### src/rtl/irq_arb_pkg.sv
package irq_arb_pkg;
  parameter int PRIO_W = 4;
  parameter int VEC_W  = 9;
  parameter int NUM_SW = 8;

  typedef struct packed {
    logic              valid;
    logic [PRIO_W-1:0] prio;
    logic [VEC_W-1:0]  idx;
  } cand_t;

  // lo always holds the lower vector; it keeps a tie
  function automatic cand_t pick_cand(input cand_t lo, input cand_t hi);
    if (hi.valid && (!lo.valid || hi.prio > lo.prio)) return hi;
    return lo;
  endfunction
endpackage

### src/rtl/irq_capture_stage.sv
module irq_capture_stage
  import irq_arb_pkg::*;
#(
  parameter int NUM_SRC = 24
) (
  input  logic                      clk,
  input  logic                      rst_n,
  input  logic [NUM_SRC-1:0]        req_in,
  input  logic [NUM_SRC*PRIO_W-1:0] prio_in,
  input  logic [PRIO_W-1:0]         cur_in,
  output logic [NUM_SRC-1:0]        req_q,
  output logic [PRIO_W-1:0]         prio_q [NUM_SRC],
  output logic [PRIO_W-1:0]         cur_q
);
  always_ff @(posedge clk or negedge rst_n) begin
    if (!rst_n) begin
      req_q <= '0;
      cur_q <= '0;
    end else begin
      req_q <= req_in;
      cur_q <= cur_in;
    end
  end

  for (genvar i = 0; i < NUM_SRC; i++) begin : g_prio
    always_ff @(posedge clk or negedge rst_n) begin
      if (!rst_n) prio_q[i] <= '0;
      else        prio_q[i] <= prio_in[i*PRIO_W +: PRIO_W];
    end
  end
endmodule

### src/rtl/irq_winner_tree.sv
module irq_winner_tree
  import irq_arb_pkg::*;
#(
  parameter int NUM_SRC = 24
) (
  input  logic               clk,
  input  logic               rst_n,
  input  logic [NUM_SRC-1:0] req_q,
  input  logic [PRIO_W-1:0]  prio_q [NUM_SRC],
  input  logic [PRIO_W-1:0]  cur_q,
  output cand_t              win_q,
  output logic [PRIO_W-1:0]  cur_qq
);
  localparam int LEVELS = (NUM_SRC > 1) ? $clog2(NUM_SRC) : 1;
  localparam int LEAVES = 1 << LEVELS;

  cand_t leaf [LEAVES];
  cand_t win_d;

  for (genvar i = 0; i < LEAVES; i++) begin : g_leaf
    if (i < NUM_SRC) begin : g_real
      assign leaf[i] = '{valid: req_q[i], prio: prio_q[i], idx: VEC_W'(i)};
    end else begin : g_pad
      assign leaf[i] = '0;
    end
  end

  always_comb begin
    cand_t work [LEAVES];
    for (int k = 0; k < LEAVES; k++) work[k] = leaf[k];
    for (int l = 0; l < LEVELS; l++) begin
      for (int k = 0; k < LEAVES; k += (2 << l)) begin
        work[k] = pick_cand(work[k], work[k + (1 << l)]);
      end
    end
    win_d = work[0];
  end

  always_ff @(posedge clk or negedge rst_n) begin
    if (!rst_n) begin
      win_q  <= '0;
      cur_qq <= '0;
    end else begin
      win_q  <= win_d;
      cur_qq <= cur_q;
    end
  end

  // a chosen winner always had its request bit set in the prior stage
  p_winner_requested_r8: assert property (@(posedge clk) disable iff (!rst_n)
    win_q.valid |-> ((($past(req_q)) >> win_q.idx) & NUM_SRC'(1)) != '0);
endmodule

### src/rtl/irq_preempt_gate.sv
module irq_preempt_gate
  import irq_arb_pkg::*;
(
  input  logic              clk,
  input  logic              rst_n,
  input  cand_t             win_q,
  input  logic [PRIO_W-1:0] cur_qq,
  output logic              irq_q,
  output logic [VEC_W-1:0]  vec_q,
  output logic [PRIO_W-1:0] prio_q
);
  logic preempt;
  assign preempt = win_q.valid && (win_q.prio > cur_qq);

  always_ff @(posedge clk or negedge rst_n) begin
    if (!rst_n) begin
      irq_q  <= 1'b0;
      vec_q  <= '0;
      prio_q <= '0;
    end else begin
      irq_q  <= preempt;
      vec_q  <= preempt ? win_q.idx  : '0;
      prio_q <= preempt ? win_q.prio : '0;
    end
  end

  p_zero_never_fires_r5: assert property (@(posedge clk) disable iff (!rst_n)
    irq_q |-> prio_q != '0);
  p_idle_outputs_clear_r7: assert property (@(posedge clk) disable iff (!rst_n)
    !irq_q |-> (vec_q == '0 && prio_q == '0));
endmodule

### src/rtl/irq_preempt_arbiter.sv
module irq_preempt_arbiter
  import irq_arb_pkg::*;
#(
  parameter int NUM_PERIPH = 16,
  localparam int NUM_SRC   = NUM_SW + NUM_PERIPH
) (
  input  logic                      clk,
  input  logic                      rst_n,
  input  logic [NUM_SRC-1:0]        src_req,
  input  logic [NUM_SRC*PRIO_W-1:0] src_prio,
  input  logic [PRIO_W-1:0]         cur_prio,
  output logic                      cpu_irq,
  output logic [VEC_W-1:0]          ack_vec,
  output logic [PRIO_W-1:0]         win_prio
);
  logic [NUM_SRC-1:0] s1_req;
  logic [PRIO_W-1:0]  s1_prio [NUM_SRC];
  logic [PRIO_W-1:0]  s1_cur;
  cand_t              s2_win;
  logic [PRIO_W-1:0]  s2_cur;

  irq_capture_stage #(.NUM_SRC(NUM_SRC)) u_capture (
    .clk(clk), .rst_n(rst_n), .req_in(src_req), .prio_in(src_prio),
    .cur_in(cur_prio), .req_q(s1_req), .prio_q(s1_prio), .cur_q(s1_cur)
  );

  irq_winner_tree #(.NUM_SRC(NUM_SRC)) u_tree (
    .clk(clk), .rst_n(rst_n), .req_q(s1_req), .prio_q(s1_prio),
    .cur_q(s1_cur), .win_q(s2_win), .cur_qq(s2_cur)
  );

  irq_preempt_gate u_gate (
    .clk(clk), .rst_n(rst_n), .win_q(s2_win), .cur_qq(s2_cur),
    .irq_q(cpu_irq), .vec_q(ack_vec), .prio_q(win_prio)
  );

  // level is strictly above the current level sampled three edges back
  p_above_current_r3: assert property (@(posedge clk) disable iff (!rst_n)
    cpu_irq |-> win_prio > $past(cur_prio, 3));
  // the vector names a real source that was requesting three edges back
  p_vector_in_range_r2: assert property (@(posedge clk) disable iff (!rst_n)
    cpu_irq |-> ack_vec < VEC_W'(NUM_SRC));
  p_vector_requested_r2: assert property (@(posedge clk) disable iff (!rst_n)
    cpu_irq |-> ((($past(src_req, 3)) >> ack_vec) & NUM_SRC'(1)) != '0);
endmodule

### config.mk
export PLATFORM = sky130hd
export DESIGN_NAME = irq_preempt_arbiter
export DESIGN_NICKNAME = d
export VERILOG_FILES = /design/src/rtl/irq_arb_pkg.sv /design/src/rtl/irq_capture_stage.sv /design/src/rtl/irq_winner_tree.sv /design/src/rtl/irq_preempt_gate.sv /design/src/rtl/irq_preempt_arbiter.sv
export SDC_FILE = /design/constraint.sdc
export NUM_CORES = 1
export LEC_CHECK = 0
export CORE_UTILIZATION = 40
export CTS_CLUSTER_SIZE = 16
export DETAILED_ROUTE_END_ITERATION = 8
export GPL_ROUTABILITY_DRIVEN = 0
export GPL_TIMING_DRIVEN = 0
export PLACE_DENSITY = 0.73
export SLEW_MARGIN = 5
export SYNTH_ARGS = -nofsm -noshare
export SYNTH_HDL_FRONTEND = slang
export SYNTH_HIERARCHICAL = 1
export SYNTH_SLANG_ARGS = --single-unit
### constraint.sdc
create_clock -name clk -period 19.85 [get_ports clk]
set_input_delay 1.985 -clock clk [delete_from_list [all_inputs] [get_ports clk]]
set_output_delay 1.985 -clock clk [all_outputs]
set_load 0.02 [all_outputs]
# --- Word level (Yosys, flattened, before mapping) ---
# Index checks and enable logic that the tools add are counted.
# W data, S select, Z words.
word_totals:
  ff_bits: 156
  input_bits: 126
  out_inout_bits: 14
  elab_cells: 198
classes:
  order_cmp: 24
  muxes: 71
  reduce_logical: 70
op_table:
  columns: ["op", "count"]
  rows:
  - ["$mux W14", 46]
  - ["$gt A4 B4 Y1", 24]
  - ["$logic_and A1 B1 Y1", 24]
  - ["$logic_not A1 Y1", 23]
  - ["$logic_or A1 B1 Y1", 23]
  - ["$mux W1", 23]
  - ["$mux W9", 1]
  - ["$mux W4", 1]

# --- Logic depth before layout (Yosys ltp) ---
depth:
  word_depth: 25
  ltp_mapped: 39
  ltp_nobuf: 36

# --- Hierarchy ---
# The synthesis kept the hierarchy.
by_module_without_submodules:
  columns: ["module", "n_inst", "cells_per_inst", "area_per_inst_um2", "seq_area_each_um2"]
  rows:
  - ["irq_winner_tree", 1, 675, 5137.4, 350.3]
  - ["irq_capture_stage", 1, 124, 3103.0, 3103.0]
  - ["irq_preempt_gate", 1, 57, 737.0, 350.3]

# --- Worst setup path after synthesis ---
# OpenSTA, ideal clock, no wires.
synth_path:
  path_kind: "register to register"
  startpoint: "register u_capture/prio_q[66] (netlist name)"
  endpoint: "register u_tree/win_q[11] (netlist name)"
  setup_ns: 0.123
  t_arrival_ns: 7.074
  required_time_ns: 19.727
  setup_slack_ns: 12.653
  stages_incl_launch_ff: 36
  path_buffers: 3
  synth_period_minus_slack_ns: 7.197
  cell_sequence: "dfrtp_1 ha_1 o21ai_0 a21oi_1 o21ai_0 mux2_2 ha_1 nor2b_1 o211ai_1 a21o_1 buf_1 nand2_1 o21a_1 ha_1 nor2b_1 o31ai_1 a211o_1 nor2_1 a2111oi_4 ha_1 nor2b_1 o211ai_1 a21oi_1 o21ai_1 buf_2 nand2_1 nand2_1 ha_1 nor2b_1 o21a_1 o21a_1 o21ai_0 and2_1 buf_6 nand2b_2 o221a_2"
synth_lines:
  columns: ["item", "line_no", "rtl"]
  rows:
  - ["start: declaration", "irq_capture_stage.sv:12", "output logic [PRIO_W-1:0] prio_q [NUM_SRC],"]
  - ["start signal: indexed assignment", "irq_capture_stage.sv:28", "else prio_q[i] <= prio_in[i*PRIO_W +: PRIO_W];"]

==> impl_summary.log <==
[metrics] first-pass GRT wire length: 33.0 mm
[metrics] Hold Crit Endpoint: u_tree/cur_qq[0]$_DFF_PN0_
[metrics] number of sinks on the clock net: about 150
[metrics] drt wl/cell: approximately 15 um
[metrics] path type of the worst setup path: reg -> reg
[metrics] worst hold slack across all endpoints: 0.349 ns
[metrics] number of nets with antenna violations after routing: 0
[metrics] Largest delay share family, worst path: compound AO/OA/AOI/OAI gates
[metrics] leading register cell type out of synthesis: sky130_fd_sc_hd__dfrtp_1
[metrics] distinct cell type count of the synthesized netlist: between 80 and 90
[metrics] slew at the pin closest to its max-slew limit: around 0.73 ns
[metrics] clock tree root buffer cell: sky130_fd_sc_hd__clkbuf_16
[metrics] warnings from Yosys: 6
[metrics] final number of hold-violating endpoints: 0
[metrics] Core Footprint: 21900 sq um
[metrics] final worst-path cycle share: 43.2%
[metrics] layout cells sized above 1: a little over a tenth
[metrics] cell seen most often among critical-path stages: sky130_fd_sc_hd__ha_1
[metrics] clock latency on the worst-skew pair: 0.42 ns
[metrics] fraction of the core area covered by cells at the end of the flow: 51.9%
[metrics] CTS H-tree depth: 4
[metrics] number of gates resized after cts: 0
[metrics] reg2reg setup slack: 11.28 ns
[metrics] worst rel slew slack: 50.6%
[metrics] depth of the most critical reg-to-reg path: 36
[metrics] placed cells: 1279
[metrics] Final setup violation count: 0
[metrics] GRT Overall Usage: 17.7%
[metrics] pin count of the biggest net entering global routing: 87
[metrics] Post CTS Setup Buffer Count: 0
[metrics] RR Endpoint: u_tree/win_q[11]$_DFF_PN0_
[metrics] drt first-iter violations: 286
[metrics] count of vias placed by the detailed router: 6914
[metrics] Mapped Area: 8980 sq um
[metrics] post-layout power: 1.31 mW
[metrics] count of buffers from port buffering: 139
[metrics] complex-gate fraction of the synthesized area: 19.5%
[metrics] wire length after detailed routing: 19.8 mm
[metrics] Worst setup SP type: register
[metrics] launch instance of the worst min-delay path: u_capture/cur_q[0]$_DFF_PN0_
[metrics] Tightest Hold Check Type: reg -> reg
[metrics] max_cap viols: 0
[metrics] share of async-settable or async-resettable flops after synthesis: 100%
[metrics] Final Slew Violations: 0
[metrics] DR DRC count: 0
[metrics] post-route standard cell area excluding fillers: 11400 sq um
[metrics] data required time at the worst endpoint: approximately 20 ns
[metrics] adder and majority gate portion of the synthesized area: 13.4%
[metrics] P_leak: 5.16 nW
[metrics] leading cell type by number of instances after synthesis: sky130_fd_sc_hd__dfrtp_1
[metrics] cell area reported after detailed placement: 10800 sq um
[metrics] final sum of negative setup slack: 0 ns
[metrics] total power per unit cell area: 115 nW/um^2
[metrics] Yosys top cell by area: sky130_fd_sc_hd__dfrtp_1
[metrics] fraction of synthesized area in multiplexers: 4.61%
[metrics] number of global-route vias before repair: between 6000 and 7000
[metrics] main combinational cell family by area after synthesis: compound AO/OA/AOI/OAI gates
[metrics] min Tclk post-route: about 8.6 ns
[metrics] number of standard-cell rows in the floorplan: 54
[metrics] slowest stage delay, CP: 0.69 ns
[metrics] CP endpoint kind: register
[metrics] Post-Place Worst Slack: 11.37 ns
[metrics] maximum fanout encountered on the critical timing path: 10
[metrics] WP buf/inv: 5
[metrics] Area contributors post-synth: sky130_fd_sc_hd__dfrtp_1 (42%), sky130_fd_sc_hd__ha_1 (13%), sky130_fd_sc_hd__inv_1 (3.6%)
[metrics] Post-synth EDFFs: 0
[metrics] fraction of the mapped netlist area in simple logic gates: 14.8%
[metrics] number of antenna diodes: 0
[metrics] leftover overflow at the end of global routing: 0
[metrics] TritonCTS buffer count: 17
[metrics] Boundary Pins: 140
[metrics] Layout area overhead: 26.5%
[metrics] arrival time of data at the critical path endpoint: approximately 8.9 ns
[metrics] Final WS setup: between 10 and 15 ns
[metrics] number of antenna violations at the first check in global routing: 0
[metrics] result of the run: finished, final reports clean
[metrics] non-filler cells in the finished layout: 1310
[metrics] initial core utilization: about two fifths
[metrics] top-area cell type share of the netlist area: 42.4%
[metrics] maximum ir drop on the vdd rail: 0.0827 mV
[metrics] vertical extent of the die: 152 um
[metrics] estimated wirelength of the detail-placed design: 15.4 mm
[metrics] Fmax achieved: 117 MHz
[metrics] Cells after Synth: 856
[metrics] share of the synthesized netlist area taken by xor and xnor gates: 0%
[metrics] slowest cell on the critical path: sky130_fd_sc_hd__nor4_1
[metrics] synthesized area divided by synthesized cell count: 10.5 sq um
[metrics] number of hold buffers added after cts: 0
[metrics] clock tree from TritonCTS: yes
[metrics] share of the yosys chip area belonging to registers: 42.4%
[metrics] count of TritonRoute iterations in the first routing pass: 5
[metrics] Post-layout nets: around 1200
[metrics] Worst-path clk slew: 0.06 ns
[metrics] Bufs on Longest Clock Path: 2
[metrics] synth cell count leaders: sky130_fd_sc_hd__dfrtp_1 (152), sky130_fd_sc_hd__ha_1 (96), sky130_fd_sc_hd__inv_1 (85), sky130_fd_sc_hd__nand2_1 (50), sky130_fd_sc_hd__nor2_1 (43)
[metrics] FF-to-FF Start: u_capture/prio_q[66]$_DFF_PN0_
[metrics] Avg Vias per Cell: 5.28
[metrics] floorplan die area: between 20000 and 25000 sq um
[metrics] number of stages on the worst hold path: 0
[metrics] Yosys reg bits: 152
[metrics] Clock Skews: just under 0.006 ns
[metrics] Die X: 152 um
[metrics] setup repair after global routing missed its margin: false
-- worst max path at each step --
stage	start	endpoint	cells past startpoint
global route	u_capture/prio_q[70]$_DFF_PN0_	u_tree/win_q[11]$_DFF_PN0_	37
detailed placement	u_capture/prio_q[70]$_DFF_PN0_	u_tree/win_q[1]$_DFF_PN0_	38
floorplan	u_capture/prio_q[66]$_DFF_PN0_	u_tree/win_q[11]$_DFF_PN0_	35
CTS	u_capture/prio_q[70]$_DFF_PN0_	u_tree/win_q[11]$_DFF_PN0_	37
finish	u_capture/prio_q[66]$_DFF_PN0_	u_tree/win_q[11]$_DFF_PN0_	36
global placement	rst_n	u_capture/prio_q[41]$_DFF_PN0_	1
-- registers in the layout, indices dropped and copies added, names as in the netlist --
| signal | cells |
|---|---|
| u_capture/cur_q | 4 |
| u_gate/vec_q | 9 |
| u_capture/req_q | 24 |
| u_gate/irq_q | 1 |
| u_gate/prio_q | 4 |
| u_tree/win_q | 10 |
| u_capture/prio_q | 96 |
| u_tree/cur_qq | 4 |
-- placed cells by master (no fill, tap or decap), types with 12 or more instances in the layout --
master and count:
sky130_fd_sc_hd__inv_1 85, sky130_fd_sc_hd__nand2_1 50, sky130_fd_sc_hd__nand3_1 23, sky130_fd_sc_hd__o22ai_1 17, sky130_fd_sc_hd__o21a_1 15, sky130_fd_sc_hd__mux2i_1 29, sky130_fd_sc_hd__clkdlybuf4s50_1 138, sky130_fd_sc_hd__nor2b_1 18
sky130_fd_sc_hd__a21oi_1 32, sky130_fd_sc_hd__clkbuf_16 17, sky130_fd_sc_hd__o21ai_0 32, sky130_fd_sc_hd__dfrtp_1 152, sky130_fd_sc_hd__nor2_1 43, sky130_fd_sc_hd__nand4_1 17, sky130_fd_sc_hd__ha_1 96, sky130_fd_sc_hd__and2_1 12
-- area by class of cell --
class / instances / area, sq um
tap: 280 / 350
clock buffer: 19 / 443
timing repair buffer: 140 / 1420
inverter: 86 / 323
clock inverter: 12 / 153
buffer: 23 / 156
fill: 1940 / 10500
sequential: 152 / 3800
multi-input combinational: 598 / 4710
-- power by group --
part | leakage, nW | internal [mW] | switching, mW
combinational | 3.09 | 0.280 | 0.332
clock | 0.281 | 0.200 | 0.127
sequential | 1.79 | 0.350 | 0.0174
total | 5.16 | 0.830 | 0.477
-- layer usage --
layer | vias up | GRT usage [%] | wire [um] | share of wire (%)
li1 | 3468 | - | - | -
met1 | 3283 | 22.5 | 8900 | 45
met2 | 148 | 29.9 | 9830 | 50
met3 | 15 | 4.68 | 737 | 3.7
met4 | 0 | 4.52 | 282 | 1.4
met5 | - | 0 | 0 | 0
-- kinds of logic (layout without fill, tap and decap cells) --
group | count (synthesis) | in the layout
fa+ha+maj | 96 | 96
simple gates | 233 | 233
other cells | 1 | 4
flops | 152 | 152
mux | 40 | 40
compound gates | 225 | 225
buf+inv | 109 | 280
Power figures use the tool's default switching activity.
